$ cat src/rtl/mtt_pkg.sv
`timescale 1ns/1ps
package mtt_pkg;
  typedef enum logic [1:0] {
    SEL_NONE = 2'd0,
    SEL_HI   = 2'd1,
    SEL_LO   = 2'd2
  } reg_sel_e;
endpackage

$ cat src/rtl/mtt_decode.sv
`timescale 1ns/1ps
module mtt_decode #(
  parameter int                ADDR_W  = 16,
  parameter logic [ADDR_W-1:0] HI_ADDR = 16'h440C,
  parameter logic [ADDR_W-1:0] LO_ADDR = 16'h440D
) (
  input  logic [ADDR_W-1:0] addr,
  output mtt_pkg::reg_sel_e sel
);
  always_comb begin
    if (addr == HI_ADDR)      sel = mtt_pkg::SEL_HI;
    else if (addr == LO_ADDR) sel = mtt_pkg::SEL_LO;
    else                      sel = mtt_pkg::SEL_NONE;
  end
endmodule

$ cat src/rtl/mtt_target.sv
`timescale 1ns/1ps
module mtt_target #(
  parameter int DATA_W = 8,
  localparam int CNT_W = 2 * DATA_W
) (
  input  logic              clk,
  input  logic              rst,
  input  logic              wr,
  input  mtt_pkg::reg_sel_e sel,
  input  logic [DATA_W-1:0] wdata,
  output logic [CNT_W-1:0]  target,
  output logic              load_preset,
  output logic              irq_clear
);
  // byte lane 1 is the high half (also carries the run enable)
  for (genvar b = 0; b < 2; b++) begin : g_lane
    localparam mtt_pkg::reg_sel_e LANE_SEL = (b == 1) ? mtt_pkg::SEL_HI : mtt_pkg::SEL_LO;
    always_ff @(posedge clk) begin
      if (rst)
        target[b*DATA_W +: DATA_W] <= '0;
      else if (wr && sel == LANE_SEL)
        target[b*DATA_W +: DATA_W] <= wdata;
    end
  end

  assign load_preset = wr && (sel == mtt_pkg::SEL_HI) && !wdata[DATA_W-1];
  assign irq_clear   = wr && (sel != mtt_pkg::SEL_NONE);
endmodule

$ cat src/rtl/mtt_core.sv
`timescale 1ns/1ps
module mtt_core #(
  parameter int CNT_W = 16
) (
  input  logic             clk,
  input  logic             rst,
  input  logic             tick,
  input  logic [CNT_W-1:0] target,
  input  logic             load_preset,
  input  logic             irq_clear,
  output logic [CNT_W-1:0] count,
  output logic             irq
);
  localparam logic [CNT_W-1:0] ALL_ONES = '1;
  localparam logic [CNT_W-1:0] PRESET   = {1'b1, {(CNT_W-1){1'b0}}};

  logic run;
  logic hit;

  assign run = target[CNT_W-1];
  assign hit = run && (count == target) && (count != ALL_ONES);

  always_ff @(posedge clk) begin
    if (rst) begin
      count <= ALL_ONES;
      irq   <= 1'b0;
    end else begin
      if (load_preset)
        count <= PRESET;
      else if (tick && run && !hit)
        count <= count + 1'b1;

      if (irq_clear)
        irq <= 1'b0;
      else if (tick && hit)
        irq <= 1'b1;
    end
  end
endmodule

$ cat src/rtl/mtt_readback.sv
`timescale 1ns/1ps
module mtt_readback #(
  parameter int DATA_W = 8,
  localparam int CNT_W = 2 * DATA_W
) (
  input  logic              clk,
  input  logic              rst,
  input  logic              rd,
  input  mtt_pkg::reg_sel_e sel,
  input  logic [CNT_W-1:0]  count,
  output logic [DATA_W-1:0] rdata
);
  always_ff @(posedge clk) begin
    if (rst)
      rdata <= '0;
    else if (rd) begin
      case (sel)
        mtt_pkg::SEL_HI: rdata <= count[CNT_W-1 -: DATA_W];
        mtt_pkg::SEL_LO: rdata <= count[DATA_W-1:0];
        default:         rdata <= '0;
      endcase
    end
  end
endmodule

$ cat src/rtl/match_tick_timer.sv
`timescale 1ns/1ps
module match_tick_timer #(
  parameter int                ADDR_W  = 16,
  parameter int                DATA_W  = 8,
  parameter logic [ADDR_W-1:0] HI_ADDR = 16'h440C,
  parameter logic [ADDR_W-1:0] LO_ADDR = 16'h440D
) (
  input  logic              clk,
  input  logic              rst,
  input  logic              cpu_tick,
  input  logic [ADDR_W-1:0] bus_addr,
  input  logic              bus_wr,
  input  logic              bus_rd,
  input  logic [DATA_W-1:0] bus_wdata,
  output logic [DATA_W-1:0] bus_rdata,
  output logic              irq_o
);
  localparam int CNT_W = 2 * DATA_W;

  mtt_pkg::reg_sel_e sel;
  logic [CNT_W-1:0]  target;
  logic [CNT_W-1:0]  count;
  logic              load_preset;
  logic              irq_clear;

  mtt_decode #(.ADDR_W(ADDR_W), .HI_ADDR(HI_ADDR), .LO_ADDR(LO_ADDR)) u_dec (
    .addr (bus_addr),
    .sel  (sel)
  );

  mtt_target #(.DATA_W(DATA_W)) u_tgt (
    .clk         (clk),
    .rst         (rst),
    .wr          (bus_wr),
    .sel         (sel),
    .wdata       (bus_wdata),
    .target      (target),
    .load_preset (load_preset),
    .irq_clear   (irq_clear)
  );

  mtt_core #(.CNT_W(CNT_W)) u_core (
    .clk         (clk),
    .rst         (rst),
    .tick        (cpu_tick),
    .target      (target),
    .load_preset (load_preset),
    .irq_clear   (irq_clear),
    .count       (count),
    .irq         (irq_o)
  );

  mtt_readback #(.DATA_W(DATA_W)) u_rb (
    .clk   (clk),
    .rst   (rst),
    .rd    (bus_rd),
    .sel   (sel),
    .count (count),
    .rdata (bus_rdata)
  );
endmodule

$ cat config.mk
export PLATFORM = sky130hd
export DESIGN_NAME = match_tick_timer
export DESIGN_NICKNAME = d
export VERILOG_FILES = /design/src/rtl/mtt_pkg.sv /design/src/rtl/mtt_decode.sv /design/src/rtl/mtt_target.sv /design/src/rtl/mtt_core.sv /design/src/rtl/mtt_readback.sv /design/src/rtl/match_tick_timer.sv
export SDC_FILE = /design/constraint.sdc
export NUM_CORES = 1
export LEC_CHECK = 0
export BUFFER_PORTS_ARGS = -buffer_cell sky130_fd_sc_hd__buf_2
export CAP_MARGIN = 20
export CELL_PAD_IN_SITES_DETAIL_PLACEMENT = 1
export CELL_PAD_IN_SITES_GLOBAL_PLACEMENT = 1
export CORE_MARGIN = 2
export CORE_UTILIZATION = 37
export DETAILED_ROUTE_END_ITERATION = 10
export GPL_TIMING_DRIVEN = 0
export PLACE_DENSITY = 0.83
export SYNTH_ARGS = -nofsm -noshare
export SYNTH_HDL_FRONTEND = slang
export SYNTH_SLANG_ARGS = --single-unit
export TNS_END_PERCENT = 5
$ cat constraint.sdc
create_clock -name clk -period 2.4 [get_ports clk]
set_input_delay 0.48 -clock clk [delete_from_list [all_inputs] [get_ports clk]]
set_output_delay 0.48 -clock clk [all_outputs]
set_load 0.005 [all_outputs]
==> impl_summary.txt, run 1 <==
----------------------------------------------------
[Clocking]
  Clock input transition at the sequential cells of the worst setup and hold paths ... ~0.090 ns
  Maximum clock insertion buffer count ... 2
  CTS Root Cell ... clkbuf_8
  Number of buffers created by CTS ... 5
  Clock tree sinks ... 41
  Insertion delay of the later-clocked pin in the worst-skew pair ... 0.31 ns
  Number of H-tree levels ... 2
  Hold buffer count at cts ... 0
  Clock tree from TritonCTS ... done

[Detailed routing]
  Total Routed Length ... 6040 um
  Count of vias placed by the detailed router ... 1,987
  DR vias/cell ... about 5.6
  Highest metal used ... met4
  Wire length the detailed router placed on met1 ... 2710 um
  Average detailed-routed wire length per instance ... 17.0 um
  Post-route DRC violation count ... 0
  Number of detailed-routing iterations run before antenna repair ... 4
  Count of antenna-violating nets left after detailed routing ... 0
  Number of DRC violations after detailed-routing iteration 0 ... approximately 110
  Met3 WL ... 275 um
  Routed met2 length ... 2960 um

[Flow run]
  Max-cap viol count ... 0

[Die]
  Full die area ... 0.00625 sq mm
  Number of top-level design ports ... 38
  Number of cell rows ... 27
  Core Region ... 0.00547 sq mm
  DIE HEIGHT ... 79.1 um
  Starting Density ... 0.381
  Width of the chip ... 79.1 um

[STA]
  Setup TNS ... 0 ns
  Pin slew with the least headroom to its limit ... 0.838 ns
  Max-Slew Margin vs Limit ... 0.438
  Setup clock skew after layout ... about 0.010 ns
  Max-slew violation count ... 0
  Endpoints failing setup ... 0
  Hold Fails Final Rpt ... 0
  Peak Freq ... about 440 MHz
  Post-route minimum period ... between 2 and 2.5 ns
  Share of the clock period used by the worst path after layout ... 0.940

[Cells and area]
  Area of the multi-input gates ... 0.00122 sq mm
  Fillers ... 678
  Sequential cell area ... 823 sq um
  Utilization after layout ... 0.468
  Share of post-route cells with drive strength above 1 ... 0.229
  Area growth from synthesis to layout ... 22.7%
  Final net count ... 313
  Antenna Diode Count ... 0

[Synth]
  Top FF cell, synth ... dfxtp_1
  Dominant combinational cell family by area after synthesis ... simple AND/OR/NAND/NOR gates
  Synth cell count leaders ... 41 x dfxtp_1, 26 x nor2_1, 19 x xnor2_1
  Asr flop ratio synth ... 0
  Largest area contributor in the synthesized netlist ... dfxtp_1
  Gate count of the mapped netlist ... approximately 240
  Proportion of synthesized chip area in sequential cells ... 0.394
  Mux cell area share after synthesis ... 0.0432
  Count of cell types in the netlist ... 40
  Avg Inst Size Synth ... 8.72 sq um
  Post-synth top area share ... 0.394
  Yosys warnings ... 0
  Count leader, synth ... dfxtp_1
  EDFF count, synth ... 0
  Post-synthesis register bit count ... 41
  Synth Area in Compound Gates ... 0.207
  Area share of xor/xnor cells in the synthesized design ... 0.0924
  Adder and majority cell fraction of the synthesized area ... 0.00600
  Net count after synthesis ... 269
  Biggest area contributors in the synthesized netlist ... dfxtp_1 39%, xnor2_1 8.0%, nor2_1 4.7%
  Cell Area, Synth ... 0.00208 sq mm
  Simple-gate share of the synthesized area ... 0.211

[Critical path]
  Arrival time at the worst endpoint ... 2.45 ns
  Reg-to-Reg Start ... u_core.count[0]$_SDFFE_PP1P_
  Worst-path cell chain ... ha_1 -> and3_1 -> and3_1 -> nand4_1 -> buf_4 -> a2111oi_0 -> xnor2_1 -> o21bai_1
  Worst r2r dst ... u_core.count[8]$_SDFFE_PP1P_
  Depth of the worst register-to-register path ... 8
  Worst path max stage delay ... 0.52 ns
  Flop2flop setup slack ... around 0.14 ns
  Beginning of the critical path ... u_core.count[0]$_SDFFE_PP1P_
  Element type at the critical path start ... flip-flop
  Critical Path Most Common Cell ... and3_1
  Crit Path Category ... reg2reg
  Data required time at the worst endpoint ... 2.59 ns
  Endpoint of the worst setup timing path ... u_core.count[8]$_SDFFE_PP1P_
  CP max stage cell ... a2111oi_0
  Endpoint kind of the worst setup timing path ... flip-flop
  CP Max Fanout ... 8

[Pwr]
  Static leakage ... 0.000970 uW
  Power per cell area ... 529 mW/mm^2
  Highest ir drop seen on vdd ... about 250 uV

[Outcome]
  Status ... finished clean

[Global routing]
  Number of global-route vias before repair ... 1,995
  Maximum number of pins on one net before global-route repair ... 14
  Global routing usage summed across all routing layers ... 0.207
  Antenna violations before repair ... 0
  Congestion Overflow GR ... 0
  Global-route wire length before repair ... 9980 um

[Worst hold path]
  Min-Delay Path Class ... in2reg

[Place]
  Count of buffers inserted at the top-level ports ... 33
  Placer's final routability congestion estimate ... 0.871
  Post-detail-place hpwl ... between 4000 and 5000 um

----------------------------------------------------
cell usage in the layout, fill, tap and decap left out, drive strengths merged:
cell type	Yosys	final
a211o	1	1
mux2i	9	9
or3	3	3
o31a	1	1
nor3	4	4
o311a	1	1
a2111oi	3	3
clkinvlp	0	1
bufinv	0	1
dfxtp	41	41
a31o	1	1
clkbuf	15	20
o21bai	8	8
inv	4	4
o21ai	5	5
and3	5	5
or4	1	1
a22oi	8	8
xnor2	19	19
o31ai	1	1
and4b	1	1
buf	4	42
xor2	3	3
a211oi	11	11
nor4b	3	3
a21oi	14	14
nand4	11	11
nor4	3	3
a311o	4	4
a31oi	1	1
nand4b	1	1
nand3	12	12
nor2	26	26
ha	1	1
a41oi	1	1
nand2	13	13
cell families after synthesis:
family | count (synthesis)
xor gates and xnor gates | 22
adders and majority gates | 1
and+or+nand+nor | 83
DFF | 41
buffers and inverters | 23
muxes | 9
AOI/OAI and AO/OA | 60
layout make-up:
cell class / count / area share
clock buffers: 6 / 0.0323
clock inverters: 2 / 0.0147
repair buffers: 38 / 0.0831
plain buffers: 18 / 0.0308
inverters: 4 / 0.00587
flip-flops and latches: 41 / 0.322
multi-input cells: 175 / 0.476
well taps: 72 / 0.0352
how the worst min path moves through the flow:
stage	startpoint	endpoint	slack [ns]	cells past startpoint
2_1_floorplan	u_tgt.target[14]$_SDFFE_PP0P_	u_tgt.target[14]$_SDFFE_PP0P_	0.44	2
3_3_place_gp	u_tgt.target[11]$_SDFFE_PP0P_	u_tgt.target[11]$_SDFFE_PP0P_	0.46	2
3_5_place_dp	u_tgt.target[9]$_SDFFE_PP0P_	u_tgt.target[9]$_SDFFE_PP0P_	0.47	2
4_1_cts	bus_wdata[6]	u_tgt.target[6]$_SDFFE_PP0P_	0.42	3
5_1_grt	bus_wdata[6]	u_tgt.target[6]$_SDFFE_PP0P_	0.43	3
6_report	bus_wdata[6]	u_tgt.target[6]$_SDFFE_PP0P_	0.42	3
power by group:
part | internal [uW] | total (uW) | switching, uW | leakage [uW]
registers | 686 | 689 | 2.84 | 0.000331
clock network | 338 | 592 | 253 | 0.0000574
logic | 31.5 | 74.2 | 42.7 | 0.000581
state kept, by name, indices dropped and copies added (netlist names):
signal,flops
u_core.count,16
u_tgt.target,16
u_core.irq,1
u_rb.rdata,8
routing by layer:
| layer | global-route usage | vias up |
|---|---|---|
| met4 | 0.0931 | 0 |
| li1 | - | 970 |
| met5 | 0 | - |
| met3 | 0.0295 | 10 |
| met2 | 0.349 | 63 |
| met1 | 0.262 | 944 |
stage by stage:
step | hold WS (ns) | total power, uW | instances | setup slack [ns] | cell area [sq um]
6_report | 0.421 | 1350 | 356 | 0.145 | 2560
3_5_place_dp | 0.470 | 777 | 345 | -0.358 | 2340
3_3_place_gp | 0.458 | 774 | 344 | -0.347 | 2340
2_1_floorplan | 0.444 | 737 | 239 | 0.136 | 2080
4_1_cts | 0.423 | 1360 | 357 | 0.0540 | 2540
5_1_grt | 0.425 | 1410 | 356 | -0.000419 | 2560
what timing repair did:
item	CTS	global route
hold endpoints to repair	0	0
endpoints found under the setup margin	15	12
cloned	0	0
buffers inserted	4	0
pin swaps	1	2
gates resized for setup	7	8
critical path, delay by kind of cell, from the launching register on:
family | cells | cell delay [ns]
adders and majority gates | 1 | 0.21
and+or+nand+nor | 3 | 0.57
buffers and inverters | 1 | 0.21
DFF | 1 | 0.40
AOI/OAI and AO/OA | 2 | 0.59
xor gates and xnor gates | 1 | 0.18
Note: power is estimated with default switching activity, not from simulation.
==> run 2, diff against run 1 <==
--- a/config.mk
+++ b/config.mk
@@ -10,10 +10,11 @@
 export CELL_PAD_IN_SITES_DETAIL_PLACEMENT = 1
 export CELL_PAD_IN_SITES_GLOBAL_PLACEMENT = 1
 export CORE_MARGIN = 2
-export CORE_UTILIZATION = 37
+export CORE_UTILIZATION = 41
+export CTS_CLUSTER_SIZE = 24
 export DETAILED_ROUTE_END_ITERATION = 10
 export GPL_TIMING_DRIVEN = 0
-export PLACE_DENSITY = 0.83
+export PLACE_DENSITY = 0.86
 export SYNTH_ARGS = -nofsm -noshare
 export SYNTH_HDL_FRONTEND = slang
 export SYNTH_SLANG_ARGS = --single-unit
==> constraint.sdc (replaced) <==
create_clock -name clk -period 2.35 [get_ports clk]
set_input_delay 0.47 -clock clk [delete_from_list [all_inputs] [get_ports clk]]
set_output_delay 0.47 -clock clk [all_outputs]
set_load 0.005 [all_outputs]
==> impl_summary.txt, run 2 (synthesis gave the netlist of run 1 again) <==
----------------------------------------------------
[Outcome]
  Status ... finished clean (unchanged)

[Detailed routing]
  Wire length the detailed router placed on met1 ... 2730 um (was 2710 um)
  DR vias/cell ... 5.69 (was 5.58)
  Average detailed-routed wire length per instance ... 17.7 um (was 17.0 um)
  Total Routed Length ... 6290 um (was 6040 um)
  Highest metal used ... met4 (unchanged)
  Post-route DRC violation count ... 0 (unchanged)
  Number of DRC violations after detailed-routing iteration 0 ... 111 (was 106)
  Routed met2 length ... 3100 um (was 2960 um)
  Met3 WL ... 357 um (was 275 um)
  Count of vias placed by the detailed router ... 2,021 (was 1,987)
  Count of antenna-violating nets left after detailed routing ... 0 (unchanged)
  Number of detailed-routing iterations run before antenna repair ... 4 (unchanged)

[Global routing]
  Global-route wire length before repair ... 10,000 um (was 9980 um)
  Congestion Overflow GR ... 0 (unchanged)
  Antenna violations before repair ... 0 (unchanged)
  Number of global-route vias before repair ... 2,034 (was 1,995)
  Maximum number of pins on one net before global-route repair ... 14 (unchanged)
  Global routing usage summed across all routing layers ... 0.236 (was 0.207)

[Critical path]
  Crit Path Category ... reg2reg (unchanged)
  Endpoint kind of the worst setup timing path ... flip-flop (unchanged)
  Data required time at the worst endpoint ... 2.54 ns (was 2.59 ns)
  Arrival time at the worst endpoint ... 2.49 ns (was 2.45 ns)
  Element type at the critical path start ... flip-flop (unchanged)
  CP Max Fanout ... 7 (was 8)

[STA]
  Unrepaired setup endpoints after global routing ... true
  Setup clock skew after layout ... 0.00756 ns (was 0.0104 ns)
  Share of the clock period used by the worst path after layout ... 0.976 (was 0.940)
  Peak Freq ... 436 MHz (was 443 MHz)
  Hold Fails Final Rpt ... 0 (unchanged)
  Post-route minimum period ... 2.29 ns (was 2.26 ns)
  Max-slew violation count ... 0 (unchanged)
  Pin slew with the least headroom to its limit ... 0.921 ns (was 0.838 ns)
  Worst Slack Setup Final ... 0.0560 ns (was 0.145 ns)
  Max-Slew Margin vs Limit ... 0.381 (was 0.438)
  Endpoints failing setup ... 0 (unchanged)

[Pwr]
  Highest ir drop seen on vdd ... 262 uV (was 249 uV)
  Power per cell area ... 500 mW/mm^2 (was 529 mW/mm^2)
  Static leakage ... 0.000995 uW (was 0.000970 uW)
  Total Power Consumption ... 1290 uW (was 1350 uW)

[Cells and area]
  Antenna Diode Count ... 0 (unchanged)
  Commonest non-fill, non-tap cells in the layout ... 39 x dfxtp_1, 36 x buf_2, 24 x nor2_1 (unchanged)
  Area growth from synthesis to layout ... 24.1% (was 22.7%)
  Final net count ... 317 (was 313)
  Largest registers in the final layout ... u_core.count: 16 flops, u_tgt.target: 16 flops, u_rb.rdata: 8 flops (unchanged)
  Post-route cell area ... 0.00259 sq mm (was 0.00256 sq mm)
  Share of post-route cells with drive strength above 1 ... 0.250 (was 0.229)
  Utilization after layout ... 0.537 (was 0.468)
  Most common cell after layout, fill and taps aside ... dfxtp_1 (unchanged)

[Place]
  Total placed instance area ... 0.00234 sq mm (about the same)
  Placement-stage worst setup slack ... -0.385 ns (was -0.358 ns)
  Post-detail-place hpwl ... 4410 um (was 4280 um)
  Placer's final routability congestion estimate ... 0.897 (was 0.871)
  Count of buffers inserted at the top-level ports ... 33 (unchanged)

[Clocking]
  Clock tree from TritonCTS ... done (unchanged)
  Insertion delay of the later-clocked pin in the worst-skew pair ... 0.30 ns (was 0.31 ns)
  CTS Root Cell ... clkbuf_8 (unchanged)
  Number of buffers created by CTS ... 5 (unchanged)
  Hold buffer count at cts ... 0 (unchanged)
  Number of H-tree levels ... 2 (unchanged)
  Maximum clock insertion buffer count ... 2 (unchanged)
  Clock tree sinks ... 41 (unchanged)
  Clock input transition at the sequential cells of the worst setup and hold paths ... 0.09 ns (about the same)

[Die]
  Full die area ... 0.00567 sq mm (was 0.00625 sq mm)
  Number of cell rows ... 25 (was 27)
  Starting Density ... 0.433 (was 0.381)
  Number of top-level design ports ... 38 (unchanged)
  Width of the chip ... 75.3 um (was 79.1 um)
  Core Region ... 0.00482 sq mm (was 0.00547 sq mm)
  DIE HEIGHT ... 75.3 um (was 79.1 um)

[Worst hold path]
  Min-Delay Path Class ... in2reg (unchanged)

[Flow run]
  Max-cap viol count ... 0 (unchanged)

----------------------------------------------------
-- run 2: changes by cell type in the layout (fill, tap and decap cells not counted), sizes merged --
| cell | before | now |
|---|---|---|
| buf | 42 | 47 |
| bufinv | 1 | 0 |
| clkinv | 0 | 2 |
| clkbuf | 20 | 19 |
| clkinvlp | 1 | 0 |
-- run 2: what timing repair did --
| item | 4_1_cts | 5_1_grt |
|---|---|---|
| pin swaps | 1 | 2 |
| resized for setup | 8 | 15 |
| hold endpoints to repair | 0 | 0 |
| setup endpoints to repair | 15 | 16 |
| buffers inserted | 4 | 5 |
-- run 2: metal layers --
layer,up-vias,track usage
met1,976,0.310
met3,13,0.0450
met4,0,0.0955
li1,976,-
met5,-,0
met2,56,0.383
-- run 2: through the flow --
| stage | hold slack, ns | cells | TNS, ns |
|---|---|---|---|
| floorplan | 0.444 | 239 | 0 |
| global placement | 0.458 | 339 | -5.95 |
| detailed placement | 0.461 | 339 | -5.02 |
| CTS | 0.424 | 351 | 0 |
| global route | 0.443 | 355 | -0.0950 |
| finish | 0.425 | 355 | 0 |
-- run 2: critical path: stages (launching register included) --
cell and delay [ns]:
dfxtp_1 0.32, buf_6 0.13, xor2_1 0.16, or4_4 0.55, nor4_4 0.14, buf_4 0.21, a21oi_4 0.10, buf_4 0.15
nor4b_1 0.12, or3_1 0.30
-- run 2: cell type report --
cell class / count / area (sq um)
plain buffers: 18 / 80.1
clock buffers: 6 / 82.6
clock inverters: 2 / 13.8
fillers: 620 / 2230
inverters: 4 / 15.0
multi-input cells: 175 / 1250
flip-flops and latches: 41 / 823
well taps: 67 / 83.8
repair buffers: 42 / 233
-- run 2: final timing paths --
kind | start | end | slack, ns | cells past startpoint
max | u_core.count[7]$_SDFFE_PP1P_ | u_core.count[13]$_SDFFE_PP1P_ | 0.06 | 9
max reg2reg | u_core.count[7]$_SDFFE_PP1P_ | u_core.count[13]$_SDFFE_PP1P_ | 0.06 | 9
min | bus_wdata[2] | u_tgt.target[2]$_SDFFE_PP0P_ | 0.43 | 3
min reg2reg | u_tgt.target[12]$_SDFFE_PP0P_ | u_tgt.target[12]$_SDFFE_PP0P_ | 0.47 | 2
-- run 2: where the power goes --
part | internal [uW] | total, uW | switching (uW)
combinational | 34.2 | 81.6 | 47.4
sequential | 701 | 704 | 2.99
clock | 239 | 507 | 269
